[src/rtl/dct_pkg.sv]
package dct_pkg;

  localparam int unsigned BLK_N  = 8;   // block side; cosine table below is for 8
  localparam int unsigned PIX_W  = 8;
  localparam int unsigned FRAC_W = 6;
  localparam int unsigned DATA_W = 16;
  localparam int unsigned ACC_W  = 32;
  localparam int unsigned COS_W  = 8;
  localparam int unsigned DC_C   = 5;
  localparam int unsigned AC_C   = 64;

  typedef enum logic [1:0] {
    REG_PIX_IN  = 2'd0,
    REG_COEF_OUT = 2'd1,
    REG_CMD     = 2'd2,
    REG_STAT    = 2'd3
  } reg_sel_e;

  typedef enum logic [1:0] {
    ST_IDLE,
    ST_ACC,
    ST_ROW,
    ST_SCALE
  } eng_state_e;

  // trunc(64*cos((2a+1)*b*pi/16)) built from folded octant magnitudes
  function automatic int cos_coef(int a, int b);
    int m;
    int mag;
    bit neg;
    m   = ((2 * a + 1) * b) % 32;
    neg = 1'b0;
    if (m > 16) m = 32 - m;
    if (m > 8) begin
      m   = 16 - m;
      neg = 1'b1;
    end
    case (m)
      0:       mag = 64;
      1:       mag = 62;
      2:       mag = 59;
      3:       mag = 53;
      4:       mag = 45;
      5:       mag = 35;
      6:       mag = 24;
      7:       mag = 12;
      default: mag = 0;
    endcase
    return neg ? -mag : mag;
  endfunction

  function automatic int norm_weight(bit u_nz, bit v_nz);
    int cu;
    int cv;
    cu = u_nz ? AC_C : DC_C;
    cv = v_nz ? AC_C : DC_C;
    return ((((16 * cu) >> FRAC_W) * cv) >> FRAC_W);
  endfunction

endpackage

[src/rtl/dct_cos_rom.sv]
module dct_cos_rom
  import dct_pkg::*;
#(
  parameter int unsigned N     = BLK_N,
  parameter int unsigned CW    = COS_W,
  localparam int unsigned IW   = $clog2(N)
) (
  input  logic [IW-1:0]        row_i,
  input  logic [IW-1:0]        col_i,
  output logic signed [CW-1:0] coef_o
);

  logic signed [CW-1:0] tbl [N*N];

  for (genvar r = 0; r < N; r++) begin : g_row
    for (genvar c = 0; c < N; c++) begin : g_col
      assign tbl[r*N+c] = CW'(cos_coef(r, c));
    end
  end

  assign coef_o = tbl[{row_i, col_i}];

endmodule

[src/rtl/dct_host_if.sv]
module dct_host_if
  import dct_pkg::*;
#(
  parameter int unsigned N    = BLK_N,
  parameter int unsigned PW   = PIX_W,
  parameter int unsigned FW   = FRAC_W,
  parameter int unsigned DW   = DATA_W,
  localparam int unsigned AW  = 2 * $clog2(N)
) (
  input  logic                 clk_i,
  input  logic                 rst_ni,
  input  logic [1:0]           addr_i,
  input  logic                 wr_i,
  input  logic                 rd_i,
  input  logic [PW-1:0]        wdata_i,
  output logic [PW-1:0]        rdata_o,
  input  logic                 busy_i,
  output logic                 start_o,
  output logic                 in_we_o,
  output logic [AW-1:0]        in_waddr_o,
  output logic signed [DW-1:0] in_wdata_o,
  output logic [AW-1:0]        out_raddr_o,
  input  logic signed [DW-1:0] out_rdata_i
);

  localparam int unsigned EXT_W = DW - PW - FW;

  logic [AW-1:0] wr_idx;
  logic [AW-1:0] rd_idx;
  logic          rd_lo;
  logic          rd_coef;

  assign start_o    = wr_i && (addr_i == REG_CMD) && (wdata_i == PW'(1)) && !busy_i;
  assign in_we_o    = wr_i && (addr_i == REG_PIX_IN);
  assign in_waddr_o = wr_idx;
  assign in_wdata_o = {{EXT_W{wdata_i[PW-1]}}, wdata_i, {FW{1'b0}}};
  assign out_raddr_o = rd_idx;
  assign rd_coef    = rd_i && (addr_i == REG_COEF_OUT);

  always_ff @(posedge clk_i or negedge rst_ni) begin
    if (!rst_ni) begin
      wr_idx <= '0;
    end else if (in_we_o) begin
      wr_idx <= wr_idx + 1'b1;  // wraps after N*N-1
    end
  end

  always_ff @(posedge clk_i or negedge rst_ni) begin
    if (!rst_ni) begin
      rd_idx <= '0;
      rd_lo  <= 1'b0;
    end else if (start_o) begin
      rd_idx <= '0;
      rd_lo  <= 1'b0;
    end else if (rd_coef) begin
      rd_lo <= ~rd_lo;
      if (rd_lo) rd_idx <= rd_idx + 1'b1;
    end
  end

  always_comb begin
    case (addr_i)
      REG_COEF_OUT: rdata_o = rd_lo ? out_rdata_i[PW-1:0] : out_rdata_i[DW-1:DW-PW];
      REG_STAT:     rdata_o = {{(PW-1){1'b0}}, busy_i};
      default:      rdata_o = '0;
    endcase
  end

endmodule

[src/rtl/dct_mac_engine.sv]
module dct_mac_engine
  import dct_pkg::*;
#(
  parameter int unsigned N    = BLK_N,
  parameter int unsigned FW   = FRAC_W,
  parameter int unsigned DW   = DATA_W,
  parameter int unsigned AccW = ACC_W,
  parameter int unsigned CW   = COS_W,
  localparam int unsigned IW  = $clog2(N),
  localparam int unsigned AW  = 2 * IW,
  localparam int unsigned PRW = AccW + CW
) (
  input  logic                 clk_i,
  input  logic                 rst_ni,
  input  logic                 start_i,
  output logic                 busy_o,
  output logic [AW-1:0]        in_raddr_o,
  input  logic signed [DW-1:0] in_rdata_i,
  output logic                 out_we_o,
  output logic [AW-1:0]        out_waddr_o,
  output logic signed [DW-1:0] out_wdata_o
);

  localparam logic [IW-1:0] LAST = IW'(N - 1);

  eng_state_e state;
  logic [IW-1:0] x_q, j_q, u_q, v_q;
  logic signed [AccW-1:0] s_acc, r_acc;

  logic [IW-1:0]           rom_row, rom_col;
  logic signed [CW-1:0]    cos_val;
  logic signed [CW-1:0]    weight;
  logic signed [AccW-1:0]  mul_a;
  logic signed [CW-1:0]    mul_b;
  logic signed [PRW-1:0]   prod;

  dct_cos_rom #(.N(N), .CW(CW)) u_rom (
    .row_i  (rom_row),
    .col_i  (rom_col),
    .coef_o (cos_val)
  );

  // second pass indexes the table by (x,u), first pass by (j,v)
  assign rom_row = (state == ST_ROW) ? x_q : j_q;
  assign rom_col = (state == ST_ROW) ? u_q : v_q;
  assign weight  = CW'(norm_weight(u_q != '0, v_q != '0));

  always_comb begin
    case (state)
      ST_ROW: begin
        mul_a = s_acc;
        mul_b = cos_val;
      end
      ST_SCALE: begin
        mul_a = r_acc;
        mul_b = weight;
      end
      default: begin
        mul_a = AccW'(in_rdata_i);
        mul_b = cos_val;
      end
    endcase
  end

  assign prod = PRW'(mul_a) * PRW'(mul_b);

  assign busy_o      = (state != ST_IDLE);
  assign in_raddr_o  = {x_q, j_q};
  assign out_we_o    = (state == ST_SCALE);
  assign out_waddr_o = {u_q, v_q};
  assign out_wdata_o = DW'(prod >>> (2 * FW));

  always_ff @(posedge clk_i or negedge rst_ni) begin
    if (!rst_ni) begin
      state <= ST_IDLE;
      x_q   <= '0;
      j_q   <= '0;
      u_q   <= '0;
      v_q   <= '0;
      s_acc <= '0;
      r_acc <= '0;
    end else begin
      case (state)
        ST_IDLE: begin
          if (start_i) begin
            state <= ST_ACC;
            x_q   <= '0;
            j_q   <= '0;
            u_q   <= '0;
            v_q   <= '0;
            s_acc <= '0;
            r_acc <= '0;
          end
        end
        ST_ACC: begin
          s_acc <= s_acc + AccW'(prod >>> FW);
          j_q   <= j_q + 1'b1;
          if (j_q == LAST) state <= ST_ROW;
        end
        ST_ROW: begin
          r_acc <= r_acc + AccW'(prod >>> FW);
          s_acc <= '0;
          x_q   <= x_q + 1'b1;
          state <= (x_q == LAST) ? ST_SCALE : ST_ACC;
        end
        ST_SCALE: begin
          r_acc <= '0;
          v_q   <= v_q + 1'b1;
          if (v_q == LAST) u_q <= u_q + 1'b1;
          state <= (u_q == LAST && v_q == LAST) ? ST_IDLE : ST_ACC;
        end
        default: state <= ST_IDLE;
      endcase
    end
  end

endmodule

[src/rtl/dct_coproc.sv]
module dct_coproc
  import dct_pkg::*;
(
  input  logic       clk_i,
  input  logic       rst_ni,
  input  logic [1:0] addr_i,
  input  logic       wr_i,
  input  logic       rd_i,
  input  logic [7:0] wdata_i,
  output logic [7:0] rdata_o
);

  localparam int unsigned N  = BLK_N;
  localparam int unsigned AW = 2 * $clog2(N);
  localparam int unsigned NE = N * N;

  logic                     start, busy;
  logic                     in_we, out_we;
  logic [AW-1:0]            in_waddr, in_raddr, out_waddr, out_raddr;
  logic signed [DATA_W-1:0] in_wdata, in_rdata, out_wdata, out_rdata;

  logic signed [DATA_W-1:0] in_buf  [NE];
  logic signed [DATA_W-1:0] out_buf [NE];

  dct_host_if #(.N(N), .PW(PIX_W), .FW(FRAC_W), .DW(DATA_W)) u_host (
    .clk_i       (clk_i),
    .rst_ni      (rst_ni),
    .addr_i      (addr_i),
    .wr_i        (wr_i),
    .rd_i        (rd_i),
    .wdata_i     (wdata_i),
    .rdata_o     (rdata_o),
    .busy_i      (busy),
    .start_o     (start),
    .in_we_o     (in_we),
    .in_waddr_o  (in_waddr),
    .in_wdata_o  (in_wdata),
    .out_raddr_o (out_raddr),
    .out_rdata_i (out_rdata)
  );

  dct_mac_engine #(.N(N), .FW(FRAC_W), .DW(DATA_W), .AccW(ACC_W), .CW(COS_W)) u_eng (
    .clk_i       (clk_i),
    .rst_ni      (rst_ni),
    .start_i     (start),
    .busy_o      (busy),
    .in_raddr_o  (in_raddr),
    .in_rdata_i  (in_rdata),
    .out_we_o    (out_we),
    .out_waddr_o (out_waddr),
    .out_wdata_o (out_wdata)
  );

  always_ff @(posedge clk_i or negedge rst_ni) begin
    if (!rst_ni) begin
      for (int i = 0; i < NE; i++) in_buf[i] <= '0;
    end else if (in_we) begin
      in_buf[in_waddr] <= in_wdata;
    end
  end

  always_ff @(posedge clk_i or negedge rst_ni) begin
    if (!rst_ni) begin
      for (int i = 0; i < NE; i++) out_buf[i] <= '0;
    end else if (out_we) begin
      out_buf[out_waddr] <= out_wdata;
    end
  end

  assign in_rdata  = in_buf[in_raddr];
  assign out_rdata = out_buf[out_raddr];

endmodule

[config.mk]
export PLATFORM = sky130hd
export DESIGN_NAME = dct_coproc
export DESIGN_NICKNAME = d
export VERILOG_FILES = /design/src/rtl/dct_pkg.sv /design/src/rtl/dct_cos_rom.sv /design/src/rtl/dct_host_if.sv /design/src/rtl/dct_mac_engine.sv /design/src/rtl/dct_coproc.sv
export SDC_FILE = /design/constraint.sdc
export NUM_CORES = 2
export LEC_CHECK = 0
export BUFFER_PORTS_ARGS = -buffer_cell sky130_fd_sc_hd__buf_2
export CAP_MARGIN = 20
export CELL_PAD_IN_SITES_DETAIL_PLACEMENT = 1
export CELL_PAD_IN_SITES_GLOBAL_PLACEMENT = 1
export CORE_ASPECT_RATIO = 2
export CORE_MARGIN = 8
export CORE_UTILIZATION = 40
export DETAILED_ROUTE_END_ITERATION = 6
export GPL_TIMING_DRIVEN = 0
export PLACE_DENSITY_LB_ADDON = 0.1
export REMOVE_ABC_BUFFERS = 1
export SKIP_LAST_GASP = 1
export SYNTH_ARGS = -nofsm -noshare
export SYNTH_HDL_FRONTEND = slang
export SYNTH_SLANG_ARGS = --single-unit
[constraint.sdc]
create_clock -name clk_i -period 9.2 [get_ports clk_i]
set_input_delay 1.84 -clock clk_i [delete_from_list [all_inputs] [get_ports clk_i]]
set_output_delay 1.84 -clock clk_i [all_outputs]
set_load 0.005 [all_outputs]
==> results by stage <==
Drt:
- The number of detailed-routing iterations run before antenna repair is 5.
- The antenna violation net count after detailed routing is 0.
- The mean routed wirelength per cell is 26.41 um.
- The overall routed net length is 268.3 mm.
- Across all layers, the routed design uses 56,640 vias.
- Dividing the detail-routed via count by the number of cells gives 5.574.
- The count of unresolved DRC violations after routing is 0.
- In this run, the number of DRC markers left after iteration 0 of detailed routing was 2,855.

Global route:
- The total congestion overflow after global routing is 0.
- Entering global routing, the biggest net connects 171 pins.
- The overall global routing resource usage is 23.61%.
- The initial antenna violation count is 10.
- The global-route wire length before repair is 408.8 mm.
- The via count of the first global-routing pass was 63,150.

Floorplan:
- The I/O pin count is 22.
- The region available for standard cell placement spans 208,200 sq um.
- The initial cell density of the core is 40.18%.
- Row generation in the floorplan step produced 237 rows.
- The chip height is 662.7 um.
- Measured along the x axis, the die boundary spans 339.4 um.
- The area enclosed by the die boundary is 224,900 sq um.

Setup path:
- The worst path arrival time is 10.64 ns.
- The kind of start point of the critical path is a flip-flop.
- STA puts the critical path data required time at 9.82 ns.
- In this design, the critical path's most frequently occurring cell is sky130_fd_sc_hd__a21oi_4.
- The number of buffers and inverters on the critical path is 14.
- STA classifies the critical path endpoint as a flip-flop.
- The family of cells with the greatest summed delay on the critical path is compound AO/OA/AOI/OAI gates.
- The critical path is of the reg2reg type.
- The cell depth of the worst flop-to-flop path is 41.
- In this run the worst path has a maximum fanout of 7.
- Across all register-to-register paths, the minimum setup slack is -0.82 ns.
- The maximum single-stage delay on the critical path is 0.64 ns.
- The launch point of the worst reg-to-reg path is u_eng.j_q[0].
- For this design, the slowest cell found on the critical path is sky130_fd_sc_hd__mux4_2.
- The reg-to-reg endpoint is u_eng.s_acc[29].

Clock network:
- The CTS tree is built.
- Clock-pin slew was measured on the worst setup and hold paths at 0.06 ns.
- The maximum buffer depth of the clock tree is 4.
- The hold-fix buffer count after cts is 0.
- For the worst-skew pair, the clock arrives at the later sink with an insertion delay of 0.84 ns.
- In this run, CTS created clock tree buffers numbering 166.
- The clock drives 1,627 sinks.
- The H-tree was split into 4 levels.
- Clock tree synthesis selected as its root buffer the cell sky130_fd_sc_hd__clkbuf_16.

Placed design:
- The worst slack at placement is -6.084 ns.
- Once detailed placement completed, the half-perimeter wirelength came to 181.4 mm.
- The number of buffer cells added on primary ports is 21.
- The global placer's final weighted congestion is 0.8234.

Status:
- The checks that failed: setup timing.
- The flow ran to the end, but the final reports show violations.

Yosys:
- Dividing the synthesized area by the synthesized cell count gives 11.49 sq um.
- Counting flops and latches in the post-synthesis netlist gives 1,627.
- The cell with the most instances after synthesis is sky130_fd_sc_hd__dfrtp_1.
- Of the synthesized area, sequential elements account for 48.67%.
- The number of distinct library cells after synthesis is 84.
- Of the post-synthesis cell area, the dominant cell type holds 48.67%.
- By area the synthesized netlist is led by sky130_fd_sc_hd__dfrtp_1 49%, sky130_fd_sc_hd__mux4_2 13%, sky130_fd_sc_hd__mux2_2 7.1%, sky130_fd_sc_hd__o21ai_0 6.8%, sky130_fd_sc_hd__nand2_1 6.0%.
- After synthesis, the share of flip-flops with an asynchronous set or reset is 100.0%.
- The Yosys warning count is 0.
- The commonest register cell after synthesis is sky130_fd_sc_hd__dfrtp_1.
- The synthesized instance count is 7,281.
- The netlist area before placement is 83,650 sq um.
- The count of flip-flops with a built-in enable after synthesis is 0.
- The commonest cells after synthesis are 1,627 x sky130_fd_sc_hd__dfrtp_1, 1,338 x sky130_fd_sc_hd__nand2_1, 1,140 x sky130_fd_sc_hd__o21ai_0, 526 x sky130_fd_sc_hd__mux2_2, 500 x sky130_fd_sc_hd__clkbuf_1.
- The largest total area in the synthesized netlist belongs to sky130_fd_sc_hd__dfrtp_1.

STA:
- Counting I/O delays and the setup requirement, the final critical path takes 10.02 ns.
- The number of endpoints with negative hold slack in the final report is 0.
- Static timing analysis puts the maximum clock frequency at 99.81 MHz.
- Summed over all failing endpoints, the final setup total negative slack is -10.32 ns.
- For the pin with the worst max-slew slack, the measured transition is 1.205 ns.
- Across the routed clock network, the largest skew measured is 0.09005 ns.
- In this run the tightest slew margin relative to its limit is 19.40%.
- Setup repair after global routing could not meet its margin everywhere.
- The final hold slack is 0.4743 ns.
- The post-layout worst setup margin is -0.8187 ns.
- In the finished design, the share of the clock period the worst path needs comes to 108.9%.
- The final max-slew violation count is 0.
- The final-report setup violation count is 24.

Worst hold path:
- The min-delay analysis places its worst path in the category reg2reg.
- The sink of the worst hold path is out_buf[275].
- The hold path startpoint is out_buf[275].
- The cell depth of the worst hold path is 2.

Final layout:
- The area growth from synthesis to layout is 17.73%.
- The sequential standard cell area is 40,750 sq um.
- The final-stage net count is 7,671.
- The filler cells instantiated in the layout total 21,600.
- The core utilization of the finished layout is 47.31%.
- Of the cells placed in the final design, the portion with a size suffix greater than 1 is 27.15%.
- In the final layout, the multi-input gates occupy 41,740 sq um.

Job:
- The max capacitance violation total is 0.
cell usage in the layout, fill, tap and decap left out, types with 14 or more instances in the layout:
| master | count |
|---|---|
| sky130_fd_sc_hd__a21oi_1 | 64 |
| sky130_fd_sc_hd__inv_2 | 19 |
| sky130_fd_sc_hd__inv_1 | 223 |
| sky130_fd_sc_hd__ha_1 | 128 |
| sky130_fd_sc_hd__buf_12 | 37 |
| sky130_fd_sc_hd__buf_8 | 44 |
| sky130_fd_sc_hd__xnor2_1 | 36 |
| sky130_fd_sc_hd__dfrtp_1 | 1615 |
| sky130_fd_sc_hd__clkbuf_16 | 172 |
| sky130_fd_sc_hd__buf_4 | 167 |
| sky130_fd_sc_hd__clkbuf_8 | 35 |
| sky130_fd_sc_hd__nand2b_1 | 21 |
| sky130_fd_sc_hd__mux2i_1 | 46 |
| sky130_fd_sc_hd__mux4_2 | 495 |
| sky130_fd_sc_hd__nor2_1 | 236 |
| sky130_fd_sc_hd__a21o_1 | 39 |
| sky130_fd_sc_hd__xor2_1 | 26 |
| sky130_fd_sc_hd__buf_2 | 20 |
| sky130_fd_sc_hd__fa_1 | 187 |
| sky130_fd_sc_hd__clkbuf_1 | 42 |
| sky130_fd_sc_hd__o21ai_1 | 36 |
| sky130_fd_sc_hd__clkinv_2 | 20 |
| sky130_fd_sc_hd__o21ai_0 | 1091 |
| sky130_fd_sc_hd__nand2_1 | 1326 |
| sky130_fd_sc_hd__a21oi_2 | 25 |
| sky130_fd_sc_hd__ha_2 | 14 |
| sky130_fd_sc_hd__and2_1 | 19 |
| sky130_fd_sc_hd__buf_6 | 41 |
| sky130_fd_sc_hd__nand3_1 | 31 |
| sky130_fd_sc_hd__nor2b_1 | 31 |
| sky130_fd_sc_hd__a21oi_4 | 17 |
| sky130_fd_sc_hd__ha_4 | 24 |
| sky130_fd_sc_hd__nor3_1 | 18 |
| sky130_fd_sc_hd__or2_2 | 18 |
| sky130_fd_sc_hd__mux2_2 | 525 |
| sky130_fd_sc_hd__and3_1 | 14 |
| sky130_fd_sc_hd__buf_16 | 101 |
how the worst max path moves through the flow:
stage | cells after the start | startpoint | endpoint | slack, ns
after global placement | 1 | rst_ni | u_eng.s_acc[28] | -30.34
after detailed placement | 41 | u_eng.state[0] | u_eng.r_acc[31] | -6.08
after global routing | 42 | u_eng.x_q[1] | u_eng.s_acc[31] | -1.07
after floorplan | 39 | u_eng.j_q[0] | u_eng.r_acc[19] | -7.97
final | 41 | u_eng.j_q[0] | u_eng.s_acc[29] | -0.82
after CTS | 39 | u_eng.j_q[0] | u_eng.s_acc[31] | -0.81
cells by family (layout without fill, tap and decap cells):
logic type               count (synthesis)  in the layout  synth area share, %
AO/OA/AOI/OAI                         1466           1467                9.527
XOR/XNOR                                86             89               0.9095
adder cells (fa/ha/maj)                358            358                7.078
buffers and inverters                  827            948                3.814
flip-flops                            1627           1627                48.67
multiplexers                          1070           1070                21.00
other                                    0              5                    0
AND/OR/NAND/NOR                       1847           1849                8.997
stage by stage:
step	cell area, sq um	std cells
2_1_floorplan	81390	6704
3_3_place_gp	84940	9473
3_5_place_dp	88350	9621
4_1_cts	96490	10060
5_1_grt	98470	10160
6_report	98480	10160
tightest hold or removal path, cell delays in order, from the launching register on:
cell and delay [ns]:
sky130_fd_sc_hd__dfrtp_1 0.34, sky130_fd_sc_hd__nand2_1 0.04, sky130_fd_sc_hd__o21ai_0 0.06
cell type report:
type / count / share of cell area (%)
Inverter: 250 / 0.9872
Timing Repair Buffer: 421 / 6.430
Multi-Input combinational cell: 4833 / 42.39
Clock inverter: 31 / 0.3634
Tap cell: 2748 / 3.492
Antenna cell: 5 / 0.01271
Clock buffer: 246 / 4.944
Sequential cell: 1627 / 41.38
metal layers:
metal	track usage, %	vias up	part of all wire [%]
met5	0	-	0.027
met4	12.65	12	6.7
met3	2.393	553	2.4
met2	43.46	788	53
met1	26.74	29850	37
li1	-	25430	-
flip-flops by register name, summed over array words and instances, names as in the netlist:
register,flops
out_buf,1024
in_buf,512
u_eng.r_acc,32
u_eng.s_acc,32
u_host.in_waddr_o,6
u_host.out_raddr_o,6
u_eng.j_q,3
u_eng.u_q,3
u_eng.v_q,3
u_eng.x_q,3
u_eng.state,2
u_host.rd_lo,1
repair_timing:
item                                    4_1_cts  5_1_grt
pin swaps                                   132      116
endpoints found under the setup margin     1084       42
buffers inserted                            147       59
gates resized for setup                     284      156
gates cloned                                 17        4
Power is not shown: default switching activity piles up to over one toggle a cycle in this logic, so the estimate is an artifact.
